**src/rtl/systime_pkg.sv**
```systemverilog
package systime_pkg;
  typedef enum logic [1:0] {
    SEL_TLO = 2'd0,
    SEL_THI = 2'd1,
    SEL_CTL = 2'd2,
    SEL_FLG = 2'd3
  } reg_sel_e;
endpackage

```
**src/rtl/systime_tick.sv**
```systemverilog
// Tick divider: emits one step pulse every period_i cycles; period 0 stops it.
module systime_tick #(
  parameter int PER_W = 8
) (
  input  logic             clk,
  input  logic             rst_n,
  input  logic [PER_W-1:0] period_i,
  input  logic             restart_i,
  output logic             step_o
);
  logic [PER_W-1:0] cnt_q, cnt_d;
  logic [PER_W-1:0] last_cnt;
  logic             run;

  always_comb begin
    run      = (period_i != '0);
    last_cnt = period_i - PER_W'(1);
    step_o   = run && (cnt_q == last_cnt);
    if (restart_i || step_o || !run) cnt_d = '0;
    else                             cnt_d = cnt_q + PER_W'(1);
  end

  always_ff @(posedge clk or negedge rst_n) begin
    if (!rst_n) cnt_q <= '0;
    else        cnt_q <= cnt_d;
  end


  cnt_in_range_chk: assert property (@(posedge clk) disable iff (!rst_n)
    (period_i != '0) |-> (cnt_q < period_i));
endmodule

```
**src/rtl/systime_ctl.sv**
```systemverilog
// Control word: last written word plus the word in force, swapped at a tick boundary.
module systime_ctl #(
  parameter int REG_W = 32,
  parameter int PER_W = 8
) (
  input  logic                     clk,
  input  logic                     rst_n,
  input  logic                     wr_i,
  input  logic [REG_W-1:0]         wdata_i,
  input  logic                     step_i,
  output logic [REG_W-1:0]         word_o,
  output logic [PER_W-1:0]         period_o,
  output logic [REG_W-PER_W-1:0]   incr_o
);
  localparam int INC_W = REG_W - PER_W;

  logic [REG_W-1:0] pend_q, pend_d;
  logic             vld_q, vld_d;
  logic [REG_W-1:0] act_q, act_d;
  logic             stopped, adopt;

  always_comb begin
    stopped = (act_q[REG_W-1 -: PER_W] == '0);
    adopt   = vld_q && (step_i || stopped);
    pend_d  = wr_i ? wdata_i : pend_q;
    vld_d   = wr_i ? 1'b1 : (adopt ? 1'b0 : vld_q);
    act_d   = adopt ? pend_q : act_q;
  end

  always_ff @(posedge clk or negedge rst_n) begin
    if (!rst_n) begin
      pend_q <= '0;
      vld_q  <= 1'b0;
      act_q  <= '0;
    end else begin
      pend_q <= pend_d;
      vld_q  <= vld_d;
      act_q  <= act_d;
    end
  end

  assign word_o   = pend_q;
  assign period_o = act_q[REG_W-1 -: PER_W];
  assign incr_o   = act_q[INC_W-1:0];


  no_pend_hold_chk: assert property (@(posedge clk) disable iff (!rst_n)
    !vld_q |=> $stable(act_q));

  wait_boundary_chk: assert property (@(posedge clk) disable iff (!rst_n)
    (vld_q && !stopped && !step_i) |=> $stable(act_q));
endmodule

```
**src/rtl/systime_accum.sv**
```systemverilog
// 64-bit accumulator: adds the addend on a step, loads on request, reports carry-out.
module systime_accum #(
  parameter int CNT_W = 64,
  parameter int INC_W = 24
) (
  input  logic             clk,
  input  logic             rst_n,
  input  logic             step_i,
  input  logic [INC_W-1:0] incr_i,
  input  logic             load_i,
  input  logic [CNT_W-1:0] load_val_i,
  output logic [CNT_W-1:0] time_o,
  output logic             carry_o
);
  logic [CNT_W-1:0] time_q, time_d;
  logic [CNT_W:0]   sum;
  logic             time_en;

  always_comb begin
    sum     = {1'b0, time_q} + {{(CNT_W+1-INC_W){1'b0}}, incr_i};
    time_en = load_i || step_i;
    time_d  = load_i ? load_val_i : sum[CNT_W-1:0];
    carry_o = step_i && !load_i && sum[CNT_W];
  end

  always_ff @(posedge clk or negedge rst_n) begin
    if (!rst_n)       time_q <= '0;
    else if (time_en) time_q <= time_d;
  end

  assign time_o = time_q;


  hold_between_ticks_chk: assert property (@(posedge clk) disable iff (!rst_n)
    (!step_i && !load_i) |=> $stable(time_q));

  atomic_load_chk: assert property (@(posedge clk) disable iff (!rst_n)
    load_i |=> (time_q == $past(load_val_i)));
endmodule

```
**src/rtl/systime_counter.sv**
```systemverilog
module systime_counter
  import systime_pkg::*;
#(
  parameter int REG_W = 32,
  parameter int PER_W = 8
) (
  input  logic               clk,
  input  logic               rst_n,
  input  logic               reg_wr,
  input  logic               reg_rd,
  input  logic [1:0]         reg_addr,
  input  logic [REG_W-1:0]   reg_wdata,
  output logic [REG_W-1:0]   reg_rdata,
  output logic [2*REG_W-1:0] time_o,
  output logic               wrap_o
);
  localparam int CNT_W = 2 * REG_W;
  localparam int INC_W = REG_W - PER_W;

  logic [1:0]       rsync_q;
  logic             rst_int_n;
  reg_sel_e         sel;
  logic             wr_lo, wr_hi, wr_ctl, wr_flg, rd_lo, flg_clr;
  logic [REG_W-1:0] stage_q, stage_d, shadow_q, shadow_d, ctl_word;
  logic             wrap_q, wrap_d;
  logic [PER_W-1:0] period;
  logic [INC_W-1:0] incr;
  logic             step, carry;
  logic [CNT_W-1:0] time_val;

  always_ff @(posedge clk or negedge rst_n) begin
    if (!rst_n) rsync_q <= 2'b00;
    else        rsync_q <= {rsync_q[0], 1'b1};
  end
  assign rst_int_n = rsync_q[1];

  always_comb begin
    sel      = reg_sel_e'(reg_addr);
    wr_lo    = reg_wr && (sel == SEL_TLO);
    wr_hi    = reg_wr && (sel == SEL_THI);
    wr_ctl   = reg_wr && (sel == SEL_CTL);
    wr_flg   = reg_wr && (sel == SEL_FLG);
    rd_lo    = reg_rd && (sel == SEL_TLO);
    flg_clr  = wr_flg && reg_wdata[0];
    stage_d  = wr_lo ? reg_wdata : stage_q;
    shadow_d = rd_lo ? time_val[CNT_W-1 -: REG_W] : shadow_q;
    wrap_d   = carry ? 1'b1 : (flg_clr ? 1'b0 : wrap_q);
  end

  always_ff @(posedge clk or negedge rst_int_n) begin
    if (!rst_int_n) begin
      stage_q  <= '0;
      shadow_q <= '0;
      wrap_q   <= 1'b0;
    end else begin
      stage_q  <= stage_d;
      shadow_q <= shadow_d;
      wrap_q   <= wrap_d;
    end
  end

  systime_ctl #(.REG_W(REG_W), .PER_W(PER_W)) u_ctl (
    .clk      (clk),
    .rst_n    (rst_int_n),
    .wr_i     (wr_ctl),
    .wdata_i  (reg_wdata),
    .step_i   (step),
    .word_o   (ctl_word),
    .period_o (period),
    .incr_o   (incr)
  );

  systime_tick #(.PER_W(PER_W)) u_tick (
    .clk       (clk),
    .rst_n     (rst_int_n),
    .period_i  (period),
    .restart_i (wr_hi),
    .step_o    (step)
  );

  systime_accum #(.CNT_W(CNT_W), .INC_W(INC_W)) u_accum (
    .clk        (clk),
    .rst_n      (rst_int_n),
    .step_i     (step),
    .incr_i     (incr),
    .load_i     (wr_hi),
    .load_val_i ({reg_wdata, stage_q}),
    .time_o     (time_val),
    .carry_o    (carry)
  );

  always_comb begin
    unique case (sel)
      SEL_TLO: reg_rdata = time_val[REG_W-1:0];
      SEL_THI: reg_rdata = shadow_q;
      SEL_CTL: reg_rdata = ctl_word;
      default: reg_rdata = {{(REG_W-1){1'b0}}, wrap_q};
    endcase
  end

  assign time_o = time_val;
  assign wrap_o = wrap_q;


  wrap_sticky_chk: assert property (@(posedge clk) disable iff (!rst_int_n)
    (wrap_q && !flg_clr) |=> wrap_q);

  wrap_on_carry_chk: assert property (@(posedge clk) disable iff (!rst_int_n)
    carry |=> wrap_q);
endmodule

```
**config.mk**
```make
export PLATFORM = sky130hd
export DESIGN_NAME = systime_counter
export DESIGN_NICKNAME = d
export VERILOG_FILES = /design/src/rtl/systime_pkg.sv /design/src/rtl/systime_tick.sv /design/src/rtl/systime_ctl.sv /design/src/rtl/systime_accum.sv /design/src/rtl/systime_counter.sv
export SDC_FILE = /design/constraint.sdc
export NUM_CORES = 1
export LEC_CHECK = 0
export BUFFER_PORTS_ARGS = -buffer_cell sky130_fd_sc_hd__buf_2
export CORE_ASPECT_RATIO = 1.1
export CORE_MARGIN = 5
export CORE_UTILIZATION = 30
export DETAILED_ROUTE_END_ITERATION = 8
export PLACE_DENSITY = 0.45
export RECOVER_POWER = 25
export REMOVE_ABC_BUFFERS = 1
export SYNTH_ARGS = -nofsm -noshare
export SYNTH_HDL_FRONTEND = slang
export SYNTH_SLANG_ARGS = --single-unit
```
**constraint.sdc**
```tcl
create_clock -name clk -period 8.2 [get_ports clk]
set_input_delay 0.41 -clock clk [delete_from_list [all_inputs] [get_ports clk]]
set_output_delay 0.41 -clock clk [all_outputs]
set_load 0.01 [all_outputs]
```
==> impl_metrics.csv <==
group,metric,value,unit
cells_and_area,final-seq-area,5100,um^2
cells_and_area,nNetsFinal,1267,
setup_path,timing_worst_setup_path_type,"reg2reg",
detailed_routing,final_antenna_net_count,0,
cts,path_clk_slew,0.06,ns
logic_synthesis,yosys.area_share.adder,3.15,%
pwr,p_leak,5.59,nW
logic_synthesis,synthMuxAreaShare,17.6,%
cells_and_area,multi_input_area,5640,um^2
sta,report.final.setup_viol,0,
cells_and_area,final_core_util,35.8,%
cts,clk_latency,0.52,ns
logic_synthesis,synth_compound_gate_area_share,10.8,%
logic_synthesis,fraction_of_the_yosys_area_taken_by_sequential_cells,46.5,%
setup_path,critPathRequiredTime,8.57,ns
sta,grt_setup_unrepaired,"no",
logic_synthesis,post_synthesis_xor_xnor_area_fraction,3.11,%
logic_synthesis,post_synth_instance_area,11000,um^2
status,outcome,"complete, but fails checks",
cells_and_area,post_route_cells_drive_above_1_share,25.0,%
detailed_routing,detail_route.wirelength,34900,um
place,hpwl_after_dpl,24600,um
grt,grt_first_pass_wirelength,54400,um
status,violations,"capacitance limit, slew limit",
detailed_routing,drt_first_pass_iters,4,
floorplan,die_area,40500,um^2
pwr,clock_power_share,24.2,%
detailed_routing,dr_total_vias,8693,
detailed_routing,drt-initial-drc-count,536,
floorplan,fp-row-count,73,
grt,grt_pass1_vias,8861,
logic_synthesis,post-synth-top-area-cell,"sky130_fd_sc_hd__dfrtp_1",
logic_synthesis,synth_top_family_by_area,"multiplexers",
floorplan,die-width,192,um
sta,worst_slew_pin_slew,2.60,ns
cts,cts_root_buffer,"sky130_fd_sc_hd__clkbuf_16",
sta,final_cycle_utilization_of_the_critical_path,50.7,%
grt,overflow,0,
logic_synthesis,ys_top_cells_by_area,"sky130_fd_sc_hd__dfrtp_1 47%, sky130_fd_sc_hd__mux2_2 13%, sky130_fd_sc_hd__nand2_1 4.6%",
sta,maxSlewViolCount,102,
place,gp_congestion,0.820,
setup_path,type_of_origin_of_the_critical_path,"flip-flop",
cts,cts_tree,"yes",
floorplan,floorplan.core_area,36200,um^2
place,placement.io_buffers,134,
sta,final.min_clock_period,4.16,ns
pwr,combinationalPowerShare,40.7,%
pwr,vdd_drop_max,0.000126,V
setup_path,critPathArrivalTime,4.53,ns
logic_synthesis,synthDistinctLibCells,65,
logic_synthesis,synthesis.instances,1079,
logic_synthesis,synth_edf_count,0,
sta,skew,0.00943,ns
pwr,power.share.sequential,35.1,%
sta,fin_tns_setup,0,ns
logic_synthesis,synthesis.area_per_instance,10.2,um^2
floorplan,vertical_die_dimension,211,um
logic_synthesis,synth_top_flop_cell,"sky130_fd_sc_hd__dfrtp_1",
logic_synthesis,synth_seq_cells,204,
pwr,cell_internal_pwr,2.77,mW
pwr,power-per-cell-area,352,nW/um^2
logic_synthesis,post_synth_and_or_nand_nor_area_fraction,16.4,%
worst_hold_path,min_path_type,"in2reg",
pwr,power.share.switching,39.3,%
cells_and_area,fillerInstances,3792,
run,number_of_violations_of_the_max_capacitance_limit,2,
floorplan,io-pin-count,135,
logic_synthesis,synth_top_area_share,46.5,%
sta,slew_headroom,-73.1,%
grt,gr-usage-all-layers,17.2,%
sta,timing.final.hold_violations,0,
setup_path,worst-path-max-fanout,27,
cells_and_area,syn2layout_area_growth,18.1,%
detailed_routing,drc_errors,0,
detailed_routing,viasPerCell,5.10,
floorplan,start_util,30.3,%
cts,cts_resized,0,
logic_synthesis,asyncSetResetFlopFracSynth,100,%
cts,cts.path.max_buffers,3,
detailed_routing,route.detailed.wl_per_inst,20.5,um
sta,achievable-frequency,240,MHz
cts,clock_tree.htree_level_count,1,
cts,cts.sink_count,204,
cts,tritoncts.num_buffers,25,
logic_synthesis,synth.yosys.warnings,0,
pwr,power.net_switching,1.79,mW
grt,grt_max_degree,75,
cells_and_area,number_of_inserted_diodes,0,
grt,antenna_found_initial,1,
setup_path,critical_path_endpoint_category,"flip-flop",
[area by class of cell]
class | instances | area share [%]
well taps | 487 | 4.70
clock inverters | 5 | 0.609
multi-input cells | 808 | 43.6
clock buffers | 38 | 5.59
repair buffers | 150 | 5.74
flip-flops and latches | 204 | 39.4
inverters | 13 | 0.377
[state kept, by name, indices dropped and copies added (netlist names)]
register / flops
wrap_o: 1
stage_q: 32
u_ctl.word_o: 32
u_accum.time_o: 64
u_tick.cnt_q: 8
u_ctl.vld_q: 1
rsync_q: 2
u_ctl.act_q: 32
shadow_q: 32
[critical path: stages (launching register included)]
cell and delay, ns:
sky130_fd_sc_hd__dfrtp_1 0.41, sky130_fd_sc_hd__ha_1 0.24, sky130_fd_sc_hd__fa_1 0.42, sky130_fd_sc_hd__a21o_1 0.21, sky130_fd_sc_hd__a221oi_1 0.64, sky130_fd_sc_hd__o21ai_0 0.39, sky130_fd_sc_hd__a2111oi_0 0.52, sky130_fd_sc_hd__o21ai_0 0.24
sky130_fd_sc_hd__nand4b_1 0.33, sky130_fd_sc_hd__buf_4 0.34, sky130_fd_sc_hd__or4_1 0.16, sky130_fd_sc_hd__a31oi_1 0.08
[layer usage]
layer	routed length, um	up-vias	global-route usage (%)
met4	435	0	3.10
met3	1330	29	2.58
met2	16800	166	28.6
met5	0	-	0
li1	-	4137	-
met1	16400	4361	24.1
[repair_timing]
item	4_1_cts	5_1_grt
buffers inserted	0	0
setup endpoints to repair	0	0
hold buffers	1	0
endpoints found under the hold margin	2	0
[path summary, 6_finish.rpt]
path,slack (ns),depth (start not counted),startpoint,end
min in group asynchronous,0.21,2,rst_n,rsync_q[0]$_DFF_PN0_
setup / recovery,4.04,11,u_accum.time_o[0]$_DFFE_PN0P_,u_accum.time_o[58]$_DFFE_PN0P_
hold / removal,0.13,2,reg_wdata[1],u_accum.time_o[33]$_DFFE_PN0P_
max in group asynchronous,5.01,1,rsync_q[1]$_DFF_PN0_,u_accum.time_o[38]$_DFFE_PN0P_
hold reg to reg,0.35,0,rsync_q[0]$_DFF_PN0_,rsync_q[1]$_DFF_PN0_
setup reg to reg,4.04,11,u_accum.time_o[0]$_DFFE_PN0P_,u_accum.time_o[58]$_DFFE_PN0P_
[power by group through the flow]
stage	logic, mW	clock network, mW	registers [mW]
finish	1.85	1.10	1.60
global route	2.08	1.18	1.65
CTS	1.89	1.13	1.60
detailed placement	1.87	0	1.62
global placement	1.86	0	1.62
floorplan	1.31	0	1.55
[per-stage QoR]
| stage | hold slack (ns) | cells | cell area, um^2 | power, mW | worst slack (ns) |
|---|---|---|---|---|---|
| floorplan | 0.114 | 1025 | 10800 | 2.87 | 2.09 |
| global placement | 0.198 | 1661 | 12200 | 3.48 | 4.23 |
| detailed placement | 0.197 | 1661 | 12200 | 3.49 | 4.11 |
| CTS | 0.116 | 1705 | 13000 | 4.62 | 4.09 |
| global route | 0.118 | 1705 | 13000 | 4.90 | 3.71 |
| finish | 0.131 | 1705 | 13000 | 4.56 | 4.04 |
[cells in the mapped netlist, types with 11 or more instances]
library cell	count
sky130_fd_sc_hd__mux2i_1	46
sky130_fd_sc_hd__a31oi_1	37
sky130_fd_sc_hd__nand3_1	32
sky130_fd_sc_hd__nand2_1	134
sky130_fd_sc_hd__xnor2_1	21
sky130_fd_sc_hd__o31ai_1	14
sky130_fd_sc_hd__mux2_2	129
sky130_fd_sc_hd__dfrtp_1	204
sky130_fd_sc_hd__o21ai_0	72
sky130_fd_sc_hd__clkbuf_1	48
sky130_fd_sc_hd__or4_1	13
sky130_fd_sc_hd__a21oi_1	38
sky130_fd_sc_hd__nor3_1	11
sky130_fd_sc_hd__and3_1	20
sky130_fd_sc_hd__ha_1	26
sky130_fd_sc_hd__nand4_1	19
sky130_fd_sc_hd__xor2_1	18
sky130_fd_sc_hd__nor2_1	82
sky130_fd_sc_hd__inv_1	13
[cells by family (layout without fill, tap and decap cells)]
| kind of cell | after synthesis | after routing |
|---|---|---|
| XOR/XNOR | 39 | 39 |
| adder cells (fa/ha/maj) | 27 | 27 |
| other | 1 | 1 |
| multiplexers | 176 | 176 |
| AND/OR/NAND/NOR | 369 | 369 |
| AO/OA/AOI/OAI | 196 | 196 |
| flip-flops | 204 | 204 |
| buffers and inverters | 67 | 206 |
[cells in the final DEF (no fill, tap or decap), types with 32 or more instances in the layout]
cell / Yosys / final
sky130_fd_sc_hd__dfrtp_1: 204 / 204
sky130_fd_sc_hd__nand2_1: 134 / 133
sky130_fd_sc_hd__mux2_2: 129 / 129
sky130_fd_sc_hd__buf_2: 2 / 103
sky130_fd_sc_hd__nor2_1: 82 / 81
sky130_fd_sc_hd__o21ai_0: 72 / 72
sky130_fd_sc_hd__mux2i_1: 46 / 46
sky130_fd_sc_hd__clkbuf_1: 48 / 42
sky130_fd_sc_hd__a21oi_1: 38 / 38
sky130_fd_sc_hd__a31oi_1: 37 / 37
sky130_fd_sc_hd__nand3_1: 32 / 32
(Power assumes the default switching activity.)
